==> src/rtl/ppp_tx_pkg.sv <==
// Shared types and the CRC step for the PPP/HDLC transmit encapsulator.
// Assumes reflected (LSB-first) CRC processing, as used on HDLC links.
package ppp_tx_pkg;
    localparam int BYTE_W = 8;
    localparam int CRC_W = 32;
    localparam int FCS_MAX = CRC_W / BYTE_W;
    localparam int FCS_IDX_W = $clog2(FCS_MAX);
    localparam logic [CRC_W-1:0] POLY32 = 32'hEDB8_8320;
    localparam logic [CRC_W-1:0] POLY16 = 32'h0000_8408;
    localparam logic [CRC_W-1:0] PRESET32 = 32'hFFFF_FFFF;
    localparam logic [CRC_W-1:0] PRESET16 = 32'h0000_FFFF;

    typedef enum logic [2:0] {
        ST_FLAG, ST_ADDR, ST_CTRL, ST_PHI, ST_PLO, ST_DATA, ST_FCS, ST_ABORT
    } tx_st_e;

    // Advances a reflected CRC by one byte; 16-bit mode keeps the upper half zero.
    function automatic logic [CRC_W-1:0] crc_step(input logic [CRC_W-1:0] c,
                                                  input logic [BYTE_W-1:0] b,
                                                  input logic wide);
        logic [CRC_W-1:0] r;
        r = c ^ {{(CRC_W-BYTE_W){1'b0}}, b};
        for (int i = 0; i < BYTE_W; i++) begin
            r = r[0] ? ((r >> 1) ^ (wide ? POLY32 : POLY16)) : (r >> 1);
        end
        return r;
    endfunction
endpackage

==> src/rtl/ppp_tx_seq.sv <==
// Frame sequencer: walks flag gap, header fields, payload and FCS/abort tail.
// Assumes a started packet keeps in_valid high until its end marker, and
// configuration is static while a frame is in progress.
module ppp_tx_seq
    import ppp_tx_pkg::*;
#(
    parameter int GAP_W = 4
) (
    input  logic                 clk,
    input  logic                 rst_n,
    input  logic                 in_valid,
    input  logic                 in_sof,
    input  logic                 in_eof,
    input  logic                 force_err,
    input  logic [GAP_W-1:0]     cfg_min_flags,
    input  logic                 cfg_acfc,
    input  logic                 cfg_proto_int,
    input  logic                 cfg_proto_two,
    input  logic                 cfg_fcs32,
    input  logic                 cfg_err_abort,
    output tx_st_e               st,
    output logic [FCS_IDX_W-1:0] fcs_idx,
    output logic                 corrupt,
    output logic                 in_ready,
    output logic                 crc_init,
    output logic                 crc_en
);
    localparam logic [GAP_W-1:0] GAP_SAT = {GAP_W{1'b1}};

    tx_st_e             st_q, st_d;
    logic [GAP_W-1:0]   gap_q;
    logic [GAP_W:0]     gap_next, min_eff;
    logic               err_q, in_frame, go, eof_acc, err_hit;
    logic [FCS_IDX_W-1:0] fcs_last;

    // Gap, start and error qualification.
    always_comb begin
        min_eff  = (cfg_min_flags == '0) ? (GAP_W+1)'(1) : {1'b0, cfg_min_flags};
        gap_next = {1'b0, gap_q} + (GAP_W+1)'(1);
        go       = (st_q == ST_FLAG) && in_valid && in_sof && (gap_next >= min_eff);
        in_frame = (st_q == ST_ADDR) || (st_q == ST_CTRL) || (st_q == ST_PHI)
                || (st_q == ST_PLO) || (st_q == ST_DATA);
        eof_acc  = (st_q == ST_DATA) && in_valid && in_eof;
        err_hit  = err_q || (in_frame && force_err);
        fcs_last = cfg_fcs32 ? FCS_IDX_W'(FCS_MAX - 1) : FCS_IDX_W'(1);
    end

    // Next-state selection.
    always_comb begin
        st_d = st_q;
        case (st_q)
            ST_FLAG:  if (go) st_d = !cfg_acfc ? ST_ADDR
                                   : cfg_proto_int ? (cfg_proto_two ? ST_PHI : ST_PLO) : ST_DATA;
            ST_ADDR:  st_d = ST_CTRL;
            ST_CTRL:  st_d = cfg_proto_int ? (cfg_proto_two ? ST_PHI : ST_PLO) : ST_DATA;
            ST_PHI:   st_d = ST_PLO;
            ST_PLO:   st_d = ST_DATA;
            ST_DATA:  if (eof_acc) st_d = (err_hit && cfg_err_abort) ? ST_ABORT : ST_FCS;
            ST_FCS:   if (fcs_idx == fcs_last) st_d = ST_FLAG;
            default:  st_d = ST_FLAG;
        endcase
    end

    // State, gap counter, FCS byte index and error latch registers.
    always_ff @(posedge clk) begin
        if (!rst_n) begin
            st_q    <= ST_FLAG;
            gap_q   <= '0;
            fcs_idx <= '0;
            err_q   <= 1'b0;
        end else begin
            st_q    <= st_d;
            if (st_q != ST_FLAG || go) gap_q <= '0;
            else if (gap_q != GAP_SAT) gap_q <= gap_q + 1'b1;
            fcs_idx <= (st_q == ST_FCS) ? fcs_idx + 1'b1 : '0;
            if (st_q == ST_FLAG) err_q <= 1'b0;
            else if (in_frame && force_err) err_q <= 1'b1;
        end
    end

    // Handshake and CRC control derived from the current state.
    always_comb begin
        st       = st_q;
        in_ready = (st_q == ST_DATA) || ((st_q == ST_FLAG) && !in_sof);
        crc_init = (st_q == ST_FLAG);
        crc_en   = in_frame && ((st_q != ST_DATA) || in_valid);
        corrupt  = err_q && !cfg_err_abort;
    end
endmodule

==> src/rtl/ppp_tx_fcs.sv <==
// FCS accumulator: preset on the flag state, advanced once per frame byte.
// Assumes the width select is static across a frame.
module ppp_tx_fcs
    import ppp_tx_pkg::*;
(
    input  logic              clk,
    input  logic              rst_n,
    input  logic              init,
    input  logic              en,
    input  logic              wide,
    input  logic [BYTE_W-1:0] data,
    output logic [CRC_W-1:0]  crc
);
    // CRC register update.
    always_ff @(posedge clk) begin
        if (!rst_n || init) crc <= wide ? PRESET32 : PRESET16;
        else if (en)        crc <= crc_step(crc, data, wide);
    end
endmodule

==> src/rtl/ppp_tx_outmux.sv <==
// Output byte selector: picks the flag, header field, payload, FCS byte or
// abort escape for the current state and marks delimiters.
module ppp_tx_outmux
    import ppp_tx_pkg::*;
(
    input  tx_st_e               st,
    input  logic [FCS_IDX_W-1:0] fcs_idx,
    input  logic                 corrupt,
    input  logic [CRC_W-1:0]     crc,
    input  logic [BYTE_W-1:0]    in_data,
    input  logic [BYTE_W-1:0]    cfg_flag,
    input  logic [BYTE_W-1:0]    cfg_addr,
    input  logic [BYTE_W-1:0]    cfg_ctrl,
    input  logic [2*BYTE_W-1:0]  cfg_proto,
    input  logic [BYTE_W-1:0]    cfg_addr_mask,
    input  logic [BYTE_W-1:0]    cfg_ctrl_mask,
    input  logic [2*BYTE_W-1:0]  cfg_proto_mask,
    input  logic [BYTE_W-1:0]    cfg_esc,
    output logic [BYTE_W-1:0]    out_data,
    output logic                 out_is_delim
);
    logic [CRC_W-1:0]       fcs_word;
    logic [2*BYTE_W-1:0]    proto_tx;

    // Byte selection per state.
    always_comb begin
        fcs_word     = corrupt ? crc : ~crc;
        proto_tx     = cfg_proto ^ cfg_proto_mask;
        out_is_delim = 1'b0;
        case (st)
            ST_ADDR:  out_data = cfg_addr ^ cfg_addr_mask;
            ST_CTRL:  out_data = cfg_ctrl ^ cfg_ctrl_mask;
            ST_PHI:   out_data = proto_tx[2*BYTE_W-1:BYTE_W];
            ST_PLO:   out_data = proto_tx[BYTE_W-1:0];
            ST_DATA:  out_data = in_data;
            ST_FCS:   out_data = fcs_word[{fcs_idx, 3'b000} +: BYTE_W];
            ST_ABORT: begin out_data = cfg_esc;  out_is_delim = 1'b1; end
            default:  begin out_data = cfg_flag; out_is_delim = 1'b1; end
        endcase
    end
endmodule

==> src/rtl/ppp_frame_tx.sv <==
// PPP/HDLC transmit frame encapsulator top: one output byte per clock.
// Assumes whole packets are available at the input once started and that
// configuration changes only between frames.
module ppp_frame_tx
    import ppp_tx_pkg::*;
#(
    parameter int GAP_W = 4
) (
    input  logic                clk,
    input  logic                rst_n,
    input  logic                in_valid,
    input  logic [BYTE_W-1:0]   in_data,
    input  logic                in_sof,
    input  logic                in_eof,
    output logic                in_ready,
    input  logic                force_err,
    input  logic [BYTE_W-1:0]   cfg_flag,
    input  logic [GAP_W-1:0]    cfg_min_flags,
    input  logic [BYTE_W-1:0]   cfg_addr,
    input  logic [BYTE_W-1:0]   cfg_ctrl,
    input  logic                cfg_acfc,
    input  logic                cfg_proto_int,
    input  logic                cfg_proto_two,
    input  logic [2*BYTE_W-1:0] cfg_proto,
    input  logic [BYTE_W-1:0]   cfg_addr_mask,
    input  logic [BYTE_W-1:0]   cfg_ctrl_mask,
    input  logic [2*BYTE_W-1:0] cfg_proto_mask,
    input  logic                cfg_fcs32,
    input  logic                cfg_err_abort,
    input  logic [BYTE_W-1:0]   cfg_esc,
    output logic [BYTE_W-1:0]   out_data,
    output logic                out_is_delim
);
    tx_st_e               st;
    logic [FCS_IDX_W-1:0] fcs_idx;
    logic                 corrupt, crc_init, crc_en;
    logic [CRC_W-1:0]     crc;

    ppp_tx_seq #(.GAP_W(GAP_W)) u_seq (
        .clk(clk), .rst_n(rst_n), .in_valid(in_valid), .in_sof(in_sof),
        .in_eof(in_eof), .force_err(force_err), .cfg_min_flags(cfg_min_flags),
        .cfg_acfc(cfg_acfc), .cfg_proto_int(cfg_proto_int),
        .cfg_proto_two(cfg_proto_two), .cfg_fcs32(cfg_fcs32),
        .cfg_err_abort(cfg_err_abort), .st(st), .fcs_idx(fcs_idx),
        .corrupt(corrupt), .in_ready(in_ready), .crc_init(crc_init),
        .crc_en(crc_en)
    );

    ppp_tx_fcs u_fcs (
        .clk(clk), .rst_n(rst_n), .init(crc_init), .en(crc_en),
        .wide(cfg_fcs32), .data(out_data), .crc(crc)
    );

    ppp_tx_outmux u_mux (
        .st(st), .fcs_idx(fcs_idx), .corrupt(corrupt), .crc(crc),
        .in_data(in_data), .cfg_flag(cfg_flag), .cfg_addr(cfg_addr),
        .cfg_ctrl(cfg_ctrl), .cfg_proto(cfg_proto),
        .cfg_addr_mask(cfg_addr_mask), .cfg_ctrl_mask(cfg_ctrl_mask),
        .cfg_proto_mask(cfg_proto_mask), .cfg_esc(cfg_esc),
        .out_data(out_data), .out_is_delim(out_is_delim)
    );
endmodule

==> config.mk <==
export PLATFORM = sky130hd
export DESIGN_NAME = ppp_frame_tx
export DESIGN_NICKNAME = d
export VERILOG_FILES = /design/src/rtl/ppp_tx_pkg.sv /design/src/rtl/ppp_tx_seq.sv /design/src/rtl/ppp_tx_fcs.sv /design/src/rtl/ppp_tx_outmux.sv /design/src/rtl/ppp_frame_tx.sv
export SDC_FILE = /design/constraint.sdc
export NUM_CORES = 1
export LEC_CHECK = 0
export BUFFER_PORTS_ARGS = -buffer_cell sky130_fd_sc_hd__buf_4
export CAP_MARGIN = 25
export CORE_ASPECT_RATIO = 1.5
export CORE_UTILIZATION = 40
export CTS_CLUSTER_DIAMETER = 120
export CTS_CLUSTER_SIZE = 12
export DETAILED_ROUTE_END_ITERATION = 10
export GPL_ROUTABILITY_DRIVEN = 0
export SETUP_SLACK_MARGIN = 0.1
export SKIP_LAST_GASP = 1
export SYNTH_ARGS = -nofsm -noshare
export SYNTH_HDL_FRONTEND = slang
export SYNTH_SLANG_ARGS = --single-unit
==> constraint.sdc <==
create_clock -name clk -period 5.3 [get_ports clk]
set_clock_uncertainty 0.15 [all_clocks]
set_input_delay 0.795 -clock clk [delete_from_list [all_inputs] [get_ports clk]]
set_output_delay 0.795 -clock clk [all_outputs]
set_load 0.02 [all_outputs]
# After elaboration in Yosys (flattened, before gate mapping)
# Cells that the tools add are included.
[totals]
reg_bits = 42
inputBits = 103
output_inout_bits = 10
wordCells = 93
[op_classes]
add_sub_neg = 3
order_cmp = 1
eq_ne = 13
n_shift = 1
muxes = 25
n_bitwise = 14
n_reduce_logical = 31
[op_table]
columns = ["cell", "n"]
rows = [
  ["$mux W32", 13],
  ["$xor A31 B32 Y32", 8],
  ["$pmux W8 S7", 1],
  ["$not A32 Y32", 1],
  ["$shiftx A32 B6 Y8", 1],
  ["$xor A32 B8 Y32", 1],
  ["$pmux W3 S7", 1],
  ["$mux W3", 6],
  ["$xor A16 B16 Y16", 1],
  ["$xor A8 B8 Y8", 2],
  ["$eq A3 B3 Y1 const B", 4],
  ["$logic_and A1 B1 Y1", 10],
  ["$logic_or A1 B1 Y1", 9],
  ["$eq A3 B2 Y1 const B", 2],
  ["$ne A2 B2 Y1 const B", 3],
  ["$reduce_or A6 Y1", 1],
  ["$add A4 B1 Y5 const B", 1],
  ["$ge A5 B5 Y1", 1],
  ["$add A4 B1 Y4 const B", 1],
  ["$logic_not A4 Y1", 1],
  ["$mux W4", 1],
  ["$ne A4 B4 Y1 const B", 1],
  ["$reduce_or A2 Y1", 2],
  ["$eq A3 B1 Y1 const B", 1],
  ["other kinds (12)", 15],
]

# Depth between registers and ports, before layout
[depth]
depth_word = 24
ltp_mapped = 15

# By module
# Synthesis repeated with hierarchy kept, for this count alone.
[unflattened]
hier_cells = 426
area_unflattened_um2 = 4145.2
[by_module_without_submodules]
columns = ["module", "instances", "cells_per_inst", "area_each_um2", "seq_area_each_um2"]
rows = [
  ["ppp_tx_fcs", 1, 200, 2329.7, 960.9],
  ["ppp_tx_outmux", 1, 144, 1109.8, 0.0],
  ["ppp_tx_seq", 1, 82, 705.7, 200.2],
]

# Worst setup path before layout
# OpenSTA, ideal clock, no wires.
[synth_path]
path_kind = "input to register"
from = "in cfg_fcs32"
to = "reg u_fcs.crc[20], data pin"
arrival_ns = 3.690
required_time_ns = 4.885
path_slack_ns = 1.195
stages = 13
n_path_buf = 1
cell_sequence = "clkbuf_1 > inv_1 > nor3_1 > nor2b_1 > a211o_1 > a211oi_4 > xnor2_2 > inv_1 > ha_1 > mux2_4 > xnor3_2 > and3_1 > or3_1"
[synth_via]
elab_chain_cells = 19
[synth_lines]
columns = ["element", "line", "source"]
rows = [
  ["from (decl)", "ppp_frame_tx.sv:28", "input logic cfg_fcs32,"],
  ["$mux W32", "ppp_tx_pkg.sv:24", "r = r[0] ? ((r >> 1) ^ (wide ? POLY32 : POLY16)) : (r >> 1);"],
  ["$xor A31 B32 Y32", "ppp_tx_pkg.sv:24", ""],
  ["$mux W32", "ppp_tx_pkg.sv:24", ""],
  ["$xor A31 B32 Y32", "ppp_tx_pkg.sv:24", ""],
  ["$mux W32", "ppp_tx_pkg.sv:24", ""],
  ["$xor A31 B32 Y32", "ppp_tx_pkg.sv:24", ""],
  ["$mux W32", "ppp_tx_pkg.sv:24", ""],
  ["$xor A31 B32 Y32", "ppp_tx_pkg.sv:24", ""],
  ["[3 not listed]", "n/a", ""],
  ["$xor A31 B32 Y32", "ppp_tx_pkg.sv:24", ""],
  ["$mux W32", "ppp_tx_pkg.sv:24", ""],
  ["$xor A31 B32 Y32", "ppp_tx_pkg.sv:24", ""],
  ["$mux W32", "ppp_tx_pkg.sv:24", ""],
  ["$xor A31 B32 Y32", "ppp_tx_pkg.sv:24", ""],
  ["$mux W32", "ppp_tx_pkg.sv:24", ""],
  ["$mux W32", "ppp_tx_fcs.sv:17", "else if (en) crc <= crc_step(crc, data, wide);"],
  ["$mux W32 *", "ppp_tx_fcs.sv:16", "if (!rst_n || init) crc <= wide ? PRESET32 : PRESET16;"],
  ["to (signal assigned)", "ppp_tx_fcs.sv:16", ""],
  ["to (signal assigned)", "ppp_tx_fcs.sv:17", ""],
  ["to (decl)", "ppp_tx_fcs.sv:12", "output logic [CRC_W-1:0] crc"],
]
# Mark *: on every way between the ends. The rest lies on a longest branch, timed or not. The select of a mux whose other input is x is not followed.
# A chain may end at the register's enable or synchronous reset.

# Final worst setup path
[layout_path]
from = "reg u_seq.st_q[0], in the netlist u_seq.st[0]"
to = "reg u_fcs.crc[20], data pin"
[layout_via]
elab_chain_cells = 20
[layout_lines]
columns = ["element", "line", "source"]
rows = [
  ["from (decl)", "ppp_tx_seq.sv:30", "tx_st_e st_q, st_d;"],
  ["from (signal assigned)", "ppp_tx_seq.sv:72", "st_q <= st_d;"],
  ["$eq A3 B3 Y1 (tied with other cells)", "ppp_tx_outmux.sv:30", "case (st)"],
  ["$pmux W8 S7", "ppp_tx_outmux.sv:30", ""],
  ["$xor A32 B8 Y32", "ppp_tx_pkg.sv:22", "r = c ^ {{(CRC_W-BYTE_W){1'b0}}, b};"],
  ["$mux W32 or $xor A31 B32 Y32 (tied branches)", "ppp_tx_pkg.sv:24", ""],
  ["$xor A31 B32 Y32 or $mux W32 (tied branches)", "ppp_tx_pkg.sv:24", ""],
  ["$mux W32 or $xor A31 B32 Y32 (tied branches)", "ppp_tx_pkg.sv:24", ""],
  ["$xor A31 B32 Y32 or $mux W32 (tied branches)", "ppp_tx_pkg.sv:24", ""],
  ["$mux W32 or $xor A31 B32 Y32 (tied branches)", "ppp_tx_pkg.sv:24", ""],
  ["[4 not listed]", "n/a", ""],
  ["$xor A31 B32 Y32 or $mux W32 (tied branches)", "ppp_tx_pkg.sv:24", ""],
  ["$mux W32 or $xor A31 B32 Y32 (tied branches)", "ppp_tx_pkg.sv:24", ""],
  ["$xor A31 B32 Y32 or $mux W32 (tied branches)", "ppp_tx_pkg.sv:24", ""],
  ["$mux W32 or $xor A31 B32 Y32 (tied branches)", "ppp_tx_pkg.sv:24", ""],
  ["$xor A31 B32 Y32 or $mux W32 (tied branches)", "ppp_tx_pkg.sv:24", ""],
  ["$mux W32", "ppp_tx_pkg.sv:24", ""],
  ["$mux W32", "ppp_tx_fcs.sv:17", ""],
  ["$mux W32 *", "ppp_tx_fcs.sv:16", ""],
]
# Marked as above.

==> impl_metrics.json <==
{
  "vias_per_cell": 5.295,
  "tns_ns": 0,
  "cts_resized": 0,
  "numPortBuffers": 112,
  "min_period_ns": 4.417,
  "hold_path.class": "flip-flop to flip-flop",
  "dieArea_um2": 11100,
  "holdWs_ns": 0.3363,
  "relSlewSlack_pct": 52.70,
  "tightest_slew_ns": 0.7086,
  "core_area_um2": 10250,
  "final_area_um2": 5416,
  "grt.total_usage_pct": 22.59,
  "insertedDiodeCount": 0,
  "place_inst": 686,
  "nNetsFinal": 664,
  "avgRoutedWirePerCell_um": 17.71,
  "power_density_nw_per_um2": 803.4,
  "cts_made_buffers": 5,
  "holdPathEnd": "u_seq.err_q",
  "grt_pass1_wl_um": 18950,
  "critPathBufInv": 2,
  "root_buffer": "clkbuf_16",
  "path_max_fanout": 17,
  "yosysWarnings": 0,
  "start_util_pct": 41.67,
  "dpl.hpwl_um": 9615,
  "syn_avg_cell_area_um2": 9.511,
  "crit_cells": 12,
  "ir_drop_mv": 0.7178,
  "grt.overflow.total": 0,
  "drive_above_1_share_pct": 29.60,
  "multi_input_area_um2": 2944,
  "drc_errors": 0,
  "startpoint": "u_seq.st[0]",
  "outcome": "finished clean",
  "timing.rr.start": "u_seq.st[0]",
  "crit_chain": "inv_1, o21ai_0, nor2b_1, a211o_1, a211oi_4, xnor2_2, inv_1, ha_1, mux2_4, xnor3_2, and3_1, or3_1",
  "fmax_ghz": 0.2264,
  "critPathTopFamily": "compound AO/OA/AOI/OAI gates",
  "r2r_slack_ns": 0.88,
  "worst_r2r_path_depth": 12,
  "synth_fp_nets": 560,
  "cts.sinks": 42,
  "critPathLaunchType": "flip-flop",
  "n_fill_cell": 992,
  "yosysSeqAreaShare_pct": 27.19,
  "synth-edff-count": 32,
  "synthTopCellsByArea": "edfxtp_1 23%, xnor2_1 14%, xor2_1 5.1%, dfxtp_1 4.7%, nand2_1 4.1%",
  "crit_slowest_cell": "dfxtp_1",
  "worstSkewPairLatency_ns": 0.29,
  "clockBufferDepth": 2,
  "final_util_pct": 52.86,
  "power_mw": 4.352,
  "hp-start": "u_seq.err_q",
  "setup_viol": 0,
  "dp_slack_ns": 0.8971,
  "seqCellArea_um2": 1161,
  "ys_types": 62,
  "rows": 45,
  "synthCells": 449,
  "grt_pass1_vias": 3821,
  "synth-main-ff-cell": "edfxtp_1",
  "post-synth-top-area-cell": "edfxtp_1",
  "p_leak_nw": 2.171,
  "arrival_ns": 4.30,
  "die_h_um": 128.5,
  "cts_tree": "done",
  "grt_start_max_net_pins": 33,
  "h-tree-depth": 2,
  "fin_crit_sh_pct": 83.35,
  "num_vias": 3680,
  "finalHoldViolCount": 0,
  "clkSlewWorstSetupHoldPaths_ns": 0.06,
  "placed_area_um2": 5224,
  "drtPass1Iterations": 4,
  "cpPeakStageDelay_ns": 0.69,
  "drtIter0Drc": 150,
  "r2r_end": "u_fcs.crc[20]",
  "path_class": "flip-flop to flip-flop",
  "rsz0062_at_grt": "false",
  "crit_path_frequent_cell": "inv_1",
  "postRouteAntennaNets": 0,
  "drt_wl_total_um": 12310,
  "die-width_um": 86.37,
  "area_delta_synth_final_pct": 26.84,
  "post_cts.repair.setup_buffers": 0,
  "endpoint_kind": "flip-flop",
  "synth_seq_cells": 42,
  "max-cap-violations": 0,
  "maxSlewViolCount": 0,
  "synth_top_area_share_pct": 22.50,
  "ctsHoldBuffers": 0,
  "final-instance-count-excl-fill": 695,
  "setup_slack_ns": 0.8827,
  "grt_antenna_before_repair": 0,
  "syn_area_um2": 4270,
  "synthArstFlopShare_pct": 0,
  "min_path_cells": 2,
  "crit_required_ns": 5.18,
  "io-pin-count": 113
}
## cell type report
type | count | share of cell area (%)
inverter | 9 | 0.6237
multi-input combinational | 373 | 54.35
sequential | 42 | 21.44
timing repair buffer | 122 | 17.23
clock buffer | 8 | 3.095
tap | 141 | 3.257
## worst max-delay path by stage
stage / endpoint / slack, ns
5_1_grt: u_fcs.crc[20] / 0.57
4_1_cts: u_fcs.crc[20] / 0.89
2_1_floorplan: u_fcs.crc[20] / 1.19
3_3_place_gp: u_fcs.crc[23] / 0.99
6_report: u_fcs.crc[20] / 0.88
3_5_place_dp: u_fcs.crc[20] / 0.90
## kinds of logic after synthesis
| kind of cell | synth area share (%) |
|---|---|
| AND/OR/NAND/NOR | 15.21 |
| XOR/XNOR | 26.84 |
| AO/OA/AOI/OAI | 15.03 |
| flip-flops | 27.19 |
| buffers and inverters | 3.867 |
| multiplexers | 9.522 |
| adder cells (fa/ha/maj) | 2.344 |
## cell usage in the layout, fill, tap and decap left out, drive strengths merged, types with 9 or more instances in the layout
cell type    n
buf        121
xnor2       77
nand2       47
nor2        37
a21oi       35
edfxtp      32
xor2        25
mux2i       18
o21ai       14
a31oi       14
nand3       10
dfxtp       10
inv          9
clkbuf       9
## synth_stat cells (all sizes together), types with 2 or more instances
cell     instances
a2111oi          2
a211oi           3
a21oi           35
a221oi           3
a22o             2
a22oi            2
a311oi           2
a31oi           14
and2             5
and3             8
buf             16
clkbuf           9
dfxtp           10
edfxtp          32
ha               8
inv              9
mux2             2
mux2i           18
mux4             8
nand2           47
nand2b           4
nand3           10
nand3b           2
nor2            37
nor2b            8
nor3             7
o21a             4
o21ai           14
o22ai            5
or3              3
xnor2           77
xnor3            6
xor2            25
## worst min-delay path: cells and delay by family (launching register included)
kind	cells	cell delay, ns
AOI/OAI and AO/OA	1	0.05
DFF	1	0.33
and+or+nand+nor	1	0.07
## sequential cells by signal, summed over array words and instances, names as in the netlist
name	count
u_seq.st	3
u_fcs.crc	32
u_seq.gap_q	4
u_seq.err_q	1
u_seq.fcs_idx	2
## power by group
group / switching, mW / internal, mW / total (mW)
Combinational: 1.72 / 1.65 / 3.37
Sequential: 0.125 / 0.512 / 0.636
Clock: 0.128 / 0.217 / 0.345
Total: 1.97 / 2.38 / 4.35
## metal layers
layer	track usage [%]	wire length, um	vias up
met2	42.16	6426	138
met3	3.592	730	28
met4	11.86	478	0
li1	-	-	1802
met5	0	0	-
met1	24.05	4670	1712
No activity file was read; power rests on OpenSTA's default activity.
